`src/rtl/cfgwin_pkg.sv`:
```
package cfgwin_pkg;

    localparam int DW       = 32;
    localparam int LANES    = DW / 8;

    localparam int B_DONE   = 31;
    localparam int B_DIR    = 30;
    localparam int B_WARM   = 29;
    localparam int VF_HI    = 28;
    localparam int VF_LO    = 18;
    localparam int B_VFEN   = 17;
    localparam int PF_HI    = 16;
    localparam int PF_LO    = 14;
    localparam int DA_HI    = 11;
    localparam int DA_LO    = 2;
    localparam int B_SHADOW = 1;
    localparam int B_VSEC   = 0;

    localparam int VF_W     = VF_HI - VF_LO + 1;
    localparam int PF_W     = PF_HI - PF_LO + 1;
    localparam int DA_W     = DA_HI - DA_LO + 1;

    localparam logic [DW-1:0] CTRL_WMASK =
        ~((32'(1) << B_DONE) | (32'(1) << B_WARM));

    typedef enum logic [0:0] {
        ST_IDLE = 1'b0,
        ST_BUSY = 1'b1
    } seq_state_e;

endpackage

```
`src/rtl/cfgwin_regs.sv`:
```
module cfgwin_regs
    import cfgwin_pkg::*;
(
    input  logic             clk,
    input  logic             rst_n,
    input  logic             wr_ok,
    input  logic             sel_data,
    input  logic             sel_ctrl,
    input  logic [LANES-1:0] be,
    input  logic [DW-1:0]    wdata,
    input  logic             cap_en,
    input  logic [DW-1:0]    cap_data,
    output logic [DW-1:0]    data_q,
    output logic [DW-1:0]    ctrl_q
);

    for (genvar ln = 0; ln < LANES; ln++) begin : g_lane
        always_ff @(posedge clk or negedge rst_n) begin
            if (!rst_n) begin
                data_q[ln*8 +: 8] <= '0;
            end else if (cap_en) begin
                data_q[ln*8 +: 8] <= cap_data[ln*8 +: 8];
            end else if (wr_ok && sel_data && be[ln]) begin
                data_q[ln*8 +: 8] <= wdata[ln*8 +: 8];
            end
        end

        always_ff @(posedge clk or negedge rst_n) begin
            if (!rst_n) begin
                ctrl_q[ln*8 +: 8] <= '0;
            end else if (wr_ok && sel_ctrl && be[ln]) begin
                ctrl_q[ln*8 +: 8] <= wdata[ln*8 +: 8] & CTRL_WMASK[ln*8 +: 8];
            end
        end
    end

endmodule

```
`src/rtl/cfgwin_seq.sv`:
```
module cfgwin_seq
    import cfgwin_pkg::*;
(
    input  logic clk,
    input  logic rst_n,
    input  logic launch,
    input  logic warm,
    input  logic ack,
    input  logic dir_we,
    output logic busy,
    output logic done,
    output logic req,
    output logic capture
);

    seq_state_e state_q;
    seq_state_e state_d;

    always_ff @(posedge clk or negedge rst_n) begin
        if (!rst_n) begin
            state_q <= ST_IDLE;
        end else begin
            state_q <= state_d;
        end
    end

    always_comb begin
        state_d = state_q;
        unique case (state_q)
            ST_IDLE: if (launch && !warm) state_d = ST_BUSY;
            ST_BUSY: if (warm || ack)     state_d = ST_IDLE;
            default:                      state_d = ST_IDLE;
        endcase
    end

    always_comb begin
        busy    = 1'b0;
        done    = 1'b0;
        req     = 1'b0;
        capture = 1'b0;
        unique case (state_q)
            ST_IDLE: done = 1'b1;
            ST_BUSY: begin
                busy    = 1'b1;
                req     = !warm;
                capture = !warm && ack && !dir_we;
            end
            default: done = 1'b1;
        endcase
    end

endmodule

```
`src/rtl/cfgwin_bridge.sv`:
```
module cfgwin_bridge
    import cfgwin_pkg::*;
#(
    parameter int SAW      = 3,
    parameter int WIN_BASE = 2
) (
    input  logic              clk,
    input  logic              rst_n,
    input  logic              warm_rst,
    input  logic [SAW-1:0]    h_addr,
    input  logic [3:0]        h_be,
    input  logic              h_wr,
    input  logic [31:0]       h_wdata,
    input  logic              h_rd,
    output logic [31:0]       h_rdata,
    output logic              c_req,
    output logic              c_we,
    output logic [9:0]        c_addr,
    output logic [10:0]       c_vf,
    output logic              c_vf_en,
    output logic [2:0]        c_pf,
    output logic              c_shadow,
    output logic              c_vsec,
    output logic [31:0]       c_wdata,
    input  logic              c_ack,
    input  logic [31:0]       c_rdata
);

    localparam logic [SAW-1:0] A_DATA = SAW'(WIN_BASE);
    localparam logic [SAW-1:0] A_CTRL = SAW'(WIN_BASE + 1);

    logic          sel_data, sel_ctrl, launch;
    logic          busy, done_flag, capture;
    logic [DW-1:0] data_q, ctrl_q, ctrl_view;

    assign sel_data = (h_addr == A_DATA);
    assign sel_ctrl = (h_addr == A_CTRL);
    assign launch   = h_wr && sel_ctrl && h_be[LANES-1];

    cfgwin_regs u_regs (
        .clk      (clk),
        .rst_n    (rst_n),
        .wr_ok    (h_wr && !busy),
        .sel_data (sel_data),
        .sel_ctrl (sel_ctrl),
        .be       (h_be),
        .wdata    (h_wdata),
        .cap_en   (capture),
        .cap_data (c_rdata),
        .data_q   (data_q),
        .ctrl_q   (ctrl_q)
    );

    cfgwin_seq u_seq (
        .clk     (clk),
        .rst_n   (rst_n),
        .launch  (launch),
        .warm    (warm_rst),
        .ack     (c_ack),
        .dir_we  (ctrl_q[B_DIR]),
        .busy    (busy),
        .done    (done_flag),
        .req     (c_req),
        .capture (capture)
    );

    assign c_we     = ctrl_q[B_DIR];
    assign c_addr   = ctrl_q[DA_HI:DA_LO];
    assign c_vf     = ctrl_q[VF_HI:VF_LO];
    assign c_vf_en  = ctrl_q[B_VFEN];
    assign c_pf     = ctrl_q[PF_HI:PF_LO];
    assign c_shadow = ctrl_q[B_SHADOW];
    assign c_vsec   = ctrl_q[B_VSEC];
    assign c_wdata  = data_q;

    always_comb begin
        ctrl_view         = ctrl_q;
        ctrl_view[B_DONE] = done_flag;
        ctrl_view[B_WARM] = !warm_rst;
    end

    always_ff @(posedge clk or negedge rst_n) begin
        if (!rst_n) begin
            h_rdata <= '0;
        end else if (h_rd) begin
            if (sel_data)      h_rdata <= data_q;
            else if (sel_ctrl) h_rdata <= ctrl_view;
            else               h_rdata <= '0;
        end
    end

    assert_launch_clears_done_R3: assert property (@(posedge clk) disable iff (!rst_n)
        (launch && !busy && !warm_rst) |=> !done_flag);

    assert_done_after_ack_R4: assert property (@(posedge clk) disable iff (!rst_n)
        (c_req && c_ack) |=> (done_flag && !c_req));

    assert_ack_only_with_req_R4: assert property (@(posedge clk) disable iff (!rst_n)
        c_ack |-> c_req);

    assert_read_capture_R5: assert property (@(posedge clk) disable iff (!rst_n)
        (c_req && c_ack && !c_we) |=> (c_wdata == $past(c_rdata)));

    assert_write_keeps_data_R5: assert property (@(posedge clk) disable iff (!rst_n)
        (c_req && c_ack && c_we) |=> $stable(c_wdata));

    assert_fields_stable_R6: assert property (@(posedge clk) disable iff (!rst_n)
        (c_req && !c_ack && !warm_rst) |=>
            ($stable(c_addr) && $stable(c_we) && $stable(c_wdata) &&
             $stable(c_pf) && $stable(c_vf) && $stable(c_vf_en)));

    assert_warm_drops_R7: assert property (@(posedge clk) disable iff (!rst_n)
        warm_rst |=> done_flag);

endmodule

```
`config.mk`:
```
export PLATFORM = sky130hd
export DESIGN_NAME = cfgwin_bridge
export DESIGN_NICKNAME = d
export VERILOG_FILES = /design/src/rtl/cfgwin_pkg.sv /design/src/rtl/cfgwin_regs.sv /design/src/rtl/cfgwin_seq.sv /design/src/rtl/cfgwin_bridge.sv
export SDC_FILE = /design/constraint.sdc
export NUM_CORES = 1
export LEC_CHECK = 0
export ABC_AREA = 1
export BUFFER_PORTS_ARGS = -buffer_cell sky130_fd_sc_hd__buf_2
export CAP_MARGIN = 15
export CORE_MARGIN = 3
export CORE_UTILIZATION = 30
export CTS_CLUSTER_SIZE = 25
export DETAILED_ROUTE_END_ITERATION = 12
export PLACE_DENSITY_LB_ADDON = 0.2
export SYNTH_ARGS = -nofsm -noshare
export SYNTH_HDL_FRONTEND = slang
export SYNTH_SLANG_ARGS = --single-unit
```
`constraint.sdc`:
```
create_clock -name clk -period 1.3 [get_ports clk]
set_input_delay 0.065 -clock clk [delete_from_list [all_inputs] [get_ports clk]]
set_output_delay 0.065 -clock clk [all_outputs]
set_load 0.005 [all_outputs]
```
==> out/results.ini, run 1 <==
[outcome]
status=finished, final reports clean

[setup_path]
max_stage_delay_ns=0.41
worstSetupEndpointType=flop
path_max_fanout=34
worstPathCellList=inv_2 > nor2_4 > nand2_4 > buf_12 > nand2_1 > nand2_1 > nand2_1 > nand2_1
cp.required_ns=1.53
slowest_stage=dfrtp_1
start_kind=flop
crit_type=reg2reg
cpMostUsedCell=nand2_1
cp_data_arrival_time_ns=1.52
critPathBufInv=2
crit_family=simple AND/OR/NAND/NOR gates

[floorplan]
initial_core_util_pct=31.2
coreArea_um2=15400
fp.dieH_um=133
io_pins=170
rows=45
die_w_um=133
dieArea_um2=17600

[finish]
layout.nets=927
syn_to_final_growth_pct=39.5
post_route_cells_drive_above_1_share_pct=28.6

[flow_run]
max_cap_viol_count=0

[power]
p_comb_share_pct=21.6
p_per_area_nw_per_um2=1220
p_clk_share_pct=31.1
seqPwrFrac_pct=47.3
switching_share_pct=29.1
ir_drop_mv=0.598
power.internal_mw=5.82
p_total_mw=8.21
p_leak_nw=3.69
switching_power_mw=2.39

[routing]
avgRoutedWirePerCell_um=14.1
wl_met1_um=7280
postRouteAntennaNets=0
drc=0
vias_per_cell=4.35
vias=4642
first_pass_iters=4
finalWirelength_um=15100
first_iter_violations=245
wl_met3_um=872
top_layer_used=met4
route.met2.wl_um=6720

[cts]
cts-buffers-inserted=9
path_clk_slew_ns=0.06
cts_root_buffer=clkbuf_16
cts.htree.levels=3
cts_tree=yes
clk_latency_ns=0.34
clock-sinks=95
clockBufferDepth=2

[logic_synthesis]
synth-xor-area-share_pct=0
syn_inst=650
ys_ff_latch=95
synthSimpleGateAreaFrac_pct=32.2
synth_area_um2=4820
ys_types=17
synth_top_family_by_area=simple AND/OR/NAND/NOR gates
synth_compound_area_share_pct=6.55
synthAdderAreaFrac_pct=0
synthMuxAreaShare_pct=0
ys_warn_count=0
seq_area_frac_synth_pct=49.4
syn-num-nets=727
avgSynthCellArea_um2=7.41

[sta]
tightest_slew_ns=0.299
fin_skew_ns=0.00443
final_hold_viol_count=0
timing.fmax_ghz=0.775
fin_crit_ns=1.29
maxSlewViolCount=0
slew_headroom_pct=80.1
finalCritPeriodShare_pct=99.2
grt_setup_unrepaired=yes
setup_violations=0
fin_ws_ns=0.0102
fin_setup_tns_ns=0

[global_route]
antenna_found_initial=0
grt_pass1_vias=4709
grt_pass1_wl_um=25000
grt_max_degree=49
grt_use_total_pct=17.8
grt-ovfl-total=0

[placement]
routabilityCongestion=0.771
dp_hpwl_um=10700
port_buffers=169
dp_slack_ns=0.00448

[min_path]
hold_path_class=in2reg

==> per-layer routing <==
| metal | global-route usage (%) | vias up |
|---|---|---|
| li1 | - | 2399 |
| met3 | 4.07 | 12 |
| met2 | 28.0 | 139 |
| met5 | 0 | - |
| met1 | 24.6 | 2092 |
| met4 | 5.20 | 0 |
==> flip-flops by register name (all words and copies together), names as in the netlist <==
| name | cells |
|---|---|
| u_regs.ctrl_q | 30 |
| h_rdata | 32 |
| u_seq.state_q | 1 |
| u_regs.data_q | 32 |
==> worst min-delay path, cell delays in order <==
cell and delay [ns]:
buf_2 0.08, nand2_1 0.04, nand2_1 0.05, nand2_1 0.05, nand2_1 0.05
==> logic make-up (layout without fill, tap and decap cells) <==
logic type      Yosys count  count (layout)
other cells               0               2
flops                    95              95
buf+inv                 121             324
simple gates            371             371
compound gates           63              63
==> power groups by stage <==
stage          clock network, mW  registers [mW]  logic [mW]
2_1_floorplan                  0            3.86       0.961
3_3_place_gp                   0            3.94        1.69
3_5_place_dp                   0            3.94        1.71
4_1_cts                     2.65            3.89        1.80
5_1_grt                     2.76            3.96        2.05
6_report                    2.56            3.88        1.77
==> cells in the final DEF (no fill, tap or decap), types with 5 or more instances in the layout <==
| cell type | netlist | routed |
|---|---|---|
| buf_2 | 18 | 167 |
| dlygate4sd3_1 | 0 | 32 |
| a21oi_1 | 31 | 31 |
| o21ai_1 | 30 | 30 |
| dfrtp_1 | 95 | 95 |
| clkbuf_16 | 0 | 9 |
| buf_4 | 24 | 31 |
| nand2_1 | 198 | 198 |
| nand3_1 | 67 | 66 |
| nand3_2 | 7 | 5 |
| nand2_4 | 0 | 5 |
| inv_1 | 64 | 64 |
| buf_12 | 0 | 9 |
| nor2_1 | 91 | 90 |
==> final timing paths <==
path	from	endpoint	slack (ns)	cells past startpoint
worst max-delay path	u_seq.state_q	u_regs.data_q[29]	0.01	8
worst min-delay path	h_wdata[31]	u_regs.data_q[31]	0.03	5
worst max register to register	u_seq.state_q	u_regs.data_q[29]	0.01	8
worst min register to register	h_rdata[31]	h_rdata[31]	0.47	2
max in group asynchronous	rst_n	h_rdata[13]	0.76	3
min in group asynchronous	rst_n	h_rdata[2]	0.29	3
==> per-stage QoR <==
step           area [um^2]  hold slack (ns)  utilization, %  cells
2_1_floorplan         4820           -0.231               -    650
3_3_place_gp          5990           0.0845            38.8   1013
3_5_place_dp          5990           0.0820            38.8   1013
4_1_cts               6650           0.0129            43.1   1063
5_1_grt               6720           0.0411            43.5   1064
6_report              6720           0.0283            43.6   1066
==> layout make-up <==
| cell class | count | area (um^2) |
|---|---|---|
| Timing Repair Buffer | 243 | 1610 |
| Multi-Input combinational cell | 434 | 1930 |
| Fill cell | 1657 | 8710 |
| Inverter | 67 | 251 |
| Sequential cell | 95 | 2380 |
| Antenna cell | 2 | 5.00 |
| Clock buffer | 14 | 284 |
| Tap cell | 211 | 264 |
==> cell usage after synthesis <==
library cell / n / area share (%)
inv_2: 3 / 0.23
nand3_1: 67 / 7.0
nor2_2: 1 / 0.13
buf_6: 1 / 0.23
a21oi_1: 31 / 3.2
dfrtp_1: 95 / 49
nor2_1: 91 / 7.1
clkbuf_1: 11 / 0.86
nand2_1: 198 / 15
nand3_2: 7 / 1.5
o21ai_1: 30 / 3.1
inv_1: 64 / 5.0
nand2_2: 5 / 0.65
buf_4: 24 / 3.7
nor2_4: 2 / 0.47
o21ai_0: 2 / 0.21
buf_2: 18 / 1.9
==> repair_timing <==
item | 4_1_cts | 5_1_grt
buffers inserted | 4 | 1
hold buffers | 32 | 0
hold endpoints to repair | 126 | 0
setup endpoints to repair | 3 | 40
resized for setup | 5 | 11
Note: power is estimated with default switching activity, not from simulation.
==> inputs of run 2 (changes only) <==
--- a/config.mk
+++ b/config.mk
@@ -14,4 +14,5 @@
 export DETAILED_ROUTE_END_ITERATION = 12
 export PLACE_DENSITY_LB_ADDON = 0.2
+export SETUP_SLACK_MARGIN = 0.05
 export SYNTH_ARGS = -nofsm -noshare
 export SYNTH_HDL_FRONTEND = slang
==> constraint.sdc (replaced) <==
create_clock -name clk -period 1.3 [get_ports clk]
set_input_delay 0.325 -clock clk [delete_from_list [all_inputs] [get_ports clk]]
set_output_delay 0.325 -clock clk [all_outputs]
set_load 0.005 [all_outputs]
==> run 2 against run 1 <==
Final area increased by 6.8%. Total power increased by 4.5%. Worst setup slack got worse by 0.11 ns. Largest power group unchanged. Clock power increased by 2%. Sequential power about the same. Register-to-register slack got worse by 0.05 ns. Combinational power increased by 18%. Critical endpoint is now c_req. Non-clock buffer count increased by 2. The run now ends with negative setup slack left.
==> out/results.ini, run 2 (same netlist as run 1, synthesis figures left out) <==
[sta]
slew_headroom_pct=80.8  ; +0.69 points
setup_violations=26  ; +26
final_hold_viol_count=0  ; unchanged
maxSlewViolCount=0  ; unchanged
fin_ws_ns=-0.104  ; -0.114 ns
timing.fmax_ghz=0.712  ; -8.1%
tightest_slew_ns=0.289  ; -0.0104 ns
fin_skew_ns=0.00549  ; +0.00106 ns
fin_crit_ns=1.40  ; +0.114 ns
finalCritPeriodShare_pct=108  ; +8.8 points
grt_setup_unrepaired=yes
whs_ns=0.191  ; +0.163 ns

[cts]
cts-buffers-inserted=9  ; unchanged
cts_tree=yes
cts.htree.levels=3  ; unchanged
clk_latency_ns=0.35  ; about the same
clockBufferDepth=2  ; unchanged
cts_root_buffer=clkbuf_16
clock-sinks=95  ; unchanged
path_clk_slew_ns=0.06  ; about the same

[finish]
stdcell_count=1069  ; +0.28%
post_route_cells_drive_above_1_share_pct=38.0  ; +9.4 points
layout_common_cells=buf_2, nand2_1, dfrtp_1
finish.instance_area_um2=7180  ; +6.8%
fin_util_pct=46.5  ; +2.9 points
syn_to_final_growth_pct=49.0
antenna_cells=0  ; -2
layout.nets=930  ; +0.32%
largestRegisters=h_rdata: 32 flops, u_regs.data_q: 32 flops, u_regs.ctrl_q: 30 flops
final_common_cell=buf_2

[global_route]
grt_max_degree=52  ; +6.1%
met3_usage_pct=4.18  ; +0.11 points
antenna_found_initial=0  ; unchanged
grt_pass1_vias=4466  ; -5.2%
met1_usage_pct=23.9  ; -0.69 points
grt_use_met2_pct=28.6  ; +0.60 points
grt-ovfl-total=0  ; unchanged
grt_pass1_wl_um=24600  ; -1.8%
top_usage_layer=met2
grt_use_total_pct=17.7  ; -0.070 points

[setup_path]
cp-startpoint=u_seq.state_q
cp_data_arrival_time_ns=1.08  ; -0.44 ns
r2r-end=u_regs.data_q[16]
r2r-start=u_seq.state_q
crit_type=reg2out
cp.required_ns=0.98  ; -0.55 ns
cp-endpoint=c_req
worstSetupEndpointType=output pin
path_max_fanout=2  ; -94%
start_kind=flop
r2r_setup_slack_ns=-0.04  ; -0.05 ns
reg2reg_depth=7  ; -1

[routing]
drc=0  ; unchanged
vias=4792  ; +3.2%
vias_per_cell=4.48  ; +2.9%
avgRoutedWirePerCell_um=15.3  ; +8.4%
first_pass_iters=4  ; unchanged
first_iter_violations=310  ; +27%
finalWirelength_um=16400  ; +8.7%
postRouteAntennaNets=0  ; unchanged

[outcome]
status=finished, violations left
violations=negative setup slack

[flow_run]
max_cap_viol_count=0  ; unchanged

[power]
p_leak_nw=3.86  ; +4.6%
p_per_area_nw_per_um2=1200  ; -2.1%
ir_drop_mv=0.611  ; +2.2%
p_total_mw=8.58  ; +4.5%

[placement]
dp_cells=1017  ; +0.39%
placedInstanceArea_um2=6060  ; +1.1%
dp_hpwl_um=11100  ; +3.1%
port_buffers=169  ; unchanged
routabilityCongestion=0.779  ; +1.0%

[floorplan]
rows=45  ; unchanged
fp.dieH_um=133  ; unchanged
dieArea_um2=17600  ; unchanged
io_pins=170  ; unchanged
coreArea_um2=15400  ; unchanged
die_w_um=133  ; unchanged
initial_core_util_pct=31.2  ; unchanged

[min_path]
hold_path_class=in2reg

run 2: layout make-up:
type	count	area, um^2
sequential	95	2380
tap	211	264
clock inverter	2	12.5
fill	1610	8250
clock buffer	14	284
timing repair buffer	245	1830
multi-input combinational	435	2160
inverter	67	251
run 2: metrics by stage:
stage	setup slack (ns)	setup TNS (ns)
after detailed placement	-0.0711	-2.92
after floorplan	0.0578	0
final	-0.104	-0.462
after CTS	-0.130	-1.36
after global routing	-0.148	-4.49
after global placement	-0.0630	-1.42
run 2: report_power, final:
group,leakage (nW),switching [mW],internal (mW)
Clock,0.145,1.11,1.50
Sequential,1.20,0.424,3.46
Combinational,2.51,1.01,1.07
Total,3.86,2.55,6.03
run 2: metal layers:
layer  part of all wire [%]  up-vias  wire (um)
li1                       -     2413          -
met1                     46     2196       7550
met2                     46      171       7570
met3                    6.6       12       1070
met4                    1.1        0        184
met5                      0        -          0
run 2: worst min-delay path by stage:
stage	startpoint	to	slack [ns]	depth (start not counted)
after global placement	rst_n	u_regs.ctrl_q[5]	0.34	2
final	warm_rst	u_seq.state_q	0.19	2
after CTS	warm_rst	u_seq.state_q	0.18	2
after global routing	warm_rst	u_seq.state_q	0.19	2
after detailed placement	rst_n	u_regs.ctrl_q[3]	0.34	2
after floorplan	rst_n	h_rdata[0]	0.03	0
run 2: what timing repair did:
action / 4_1_cts / 5_1_grt
resized for setup: 12 / 84
endpoints found under the hold margin: 95 / 0
setup endpoints to repair: 35 / 87
gates cloned: 3 / 7
hold buffers: 1 / 0
pin swaps: 3 / 30
buffers inserted: 5 / 20
run 2: worst max-delay path: stages, from the launching register on:
cell	delay (ns)
dfrtp_1	0.36
inv_2	0.05
nor2_4	0.12
buf_12	0.12
buf_6	0.08
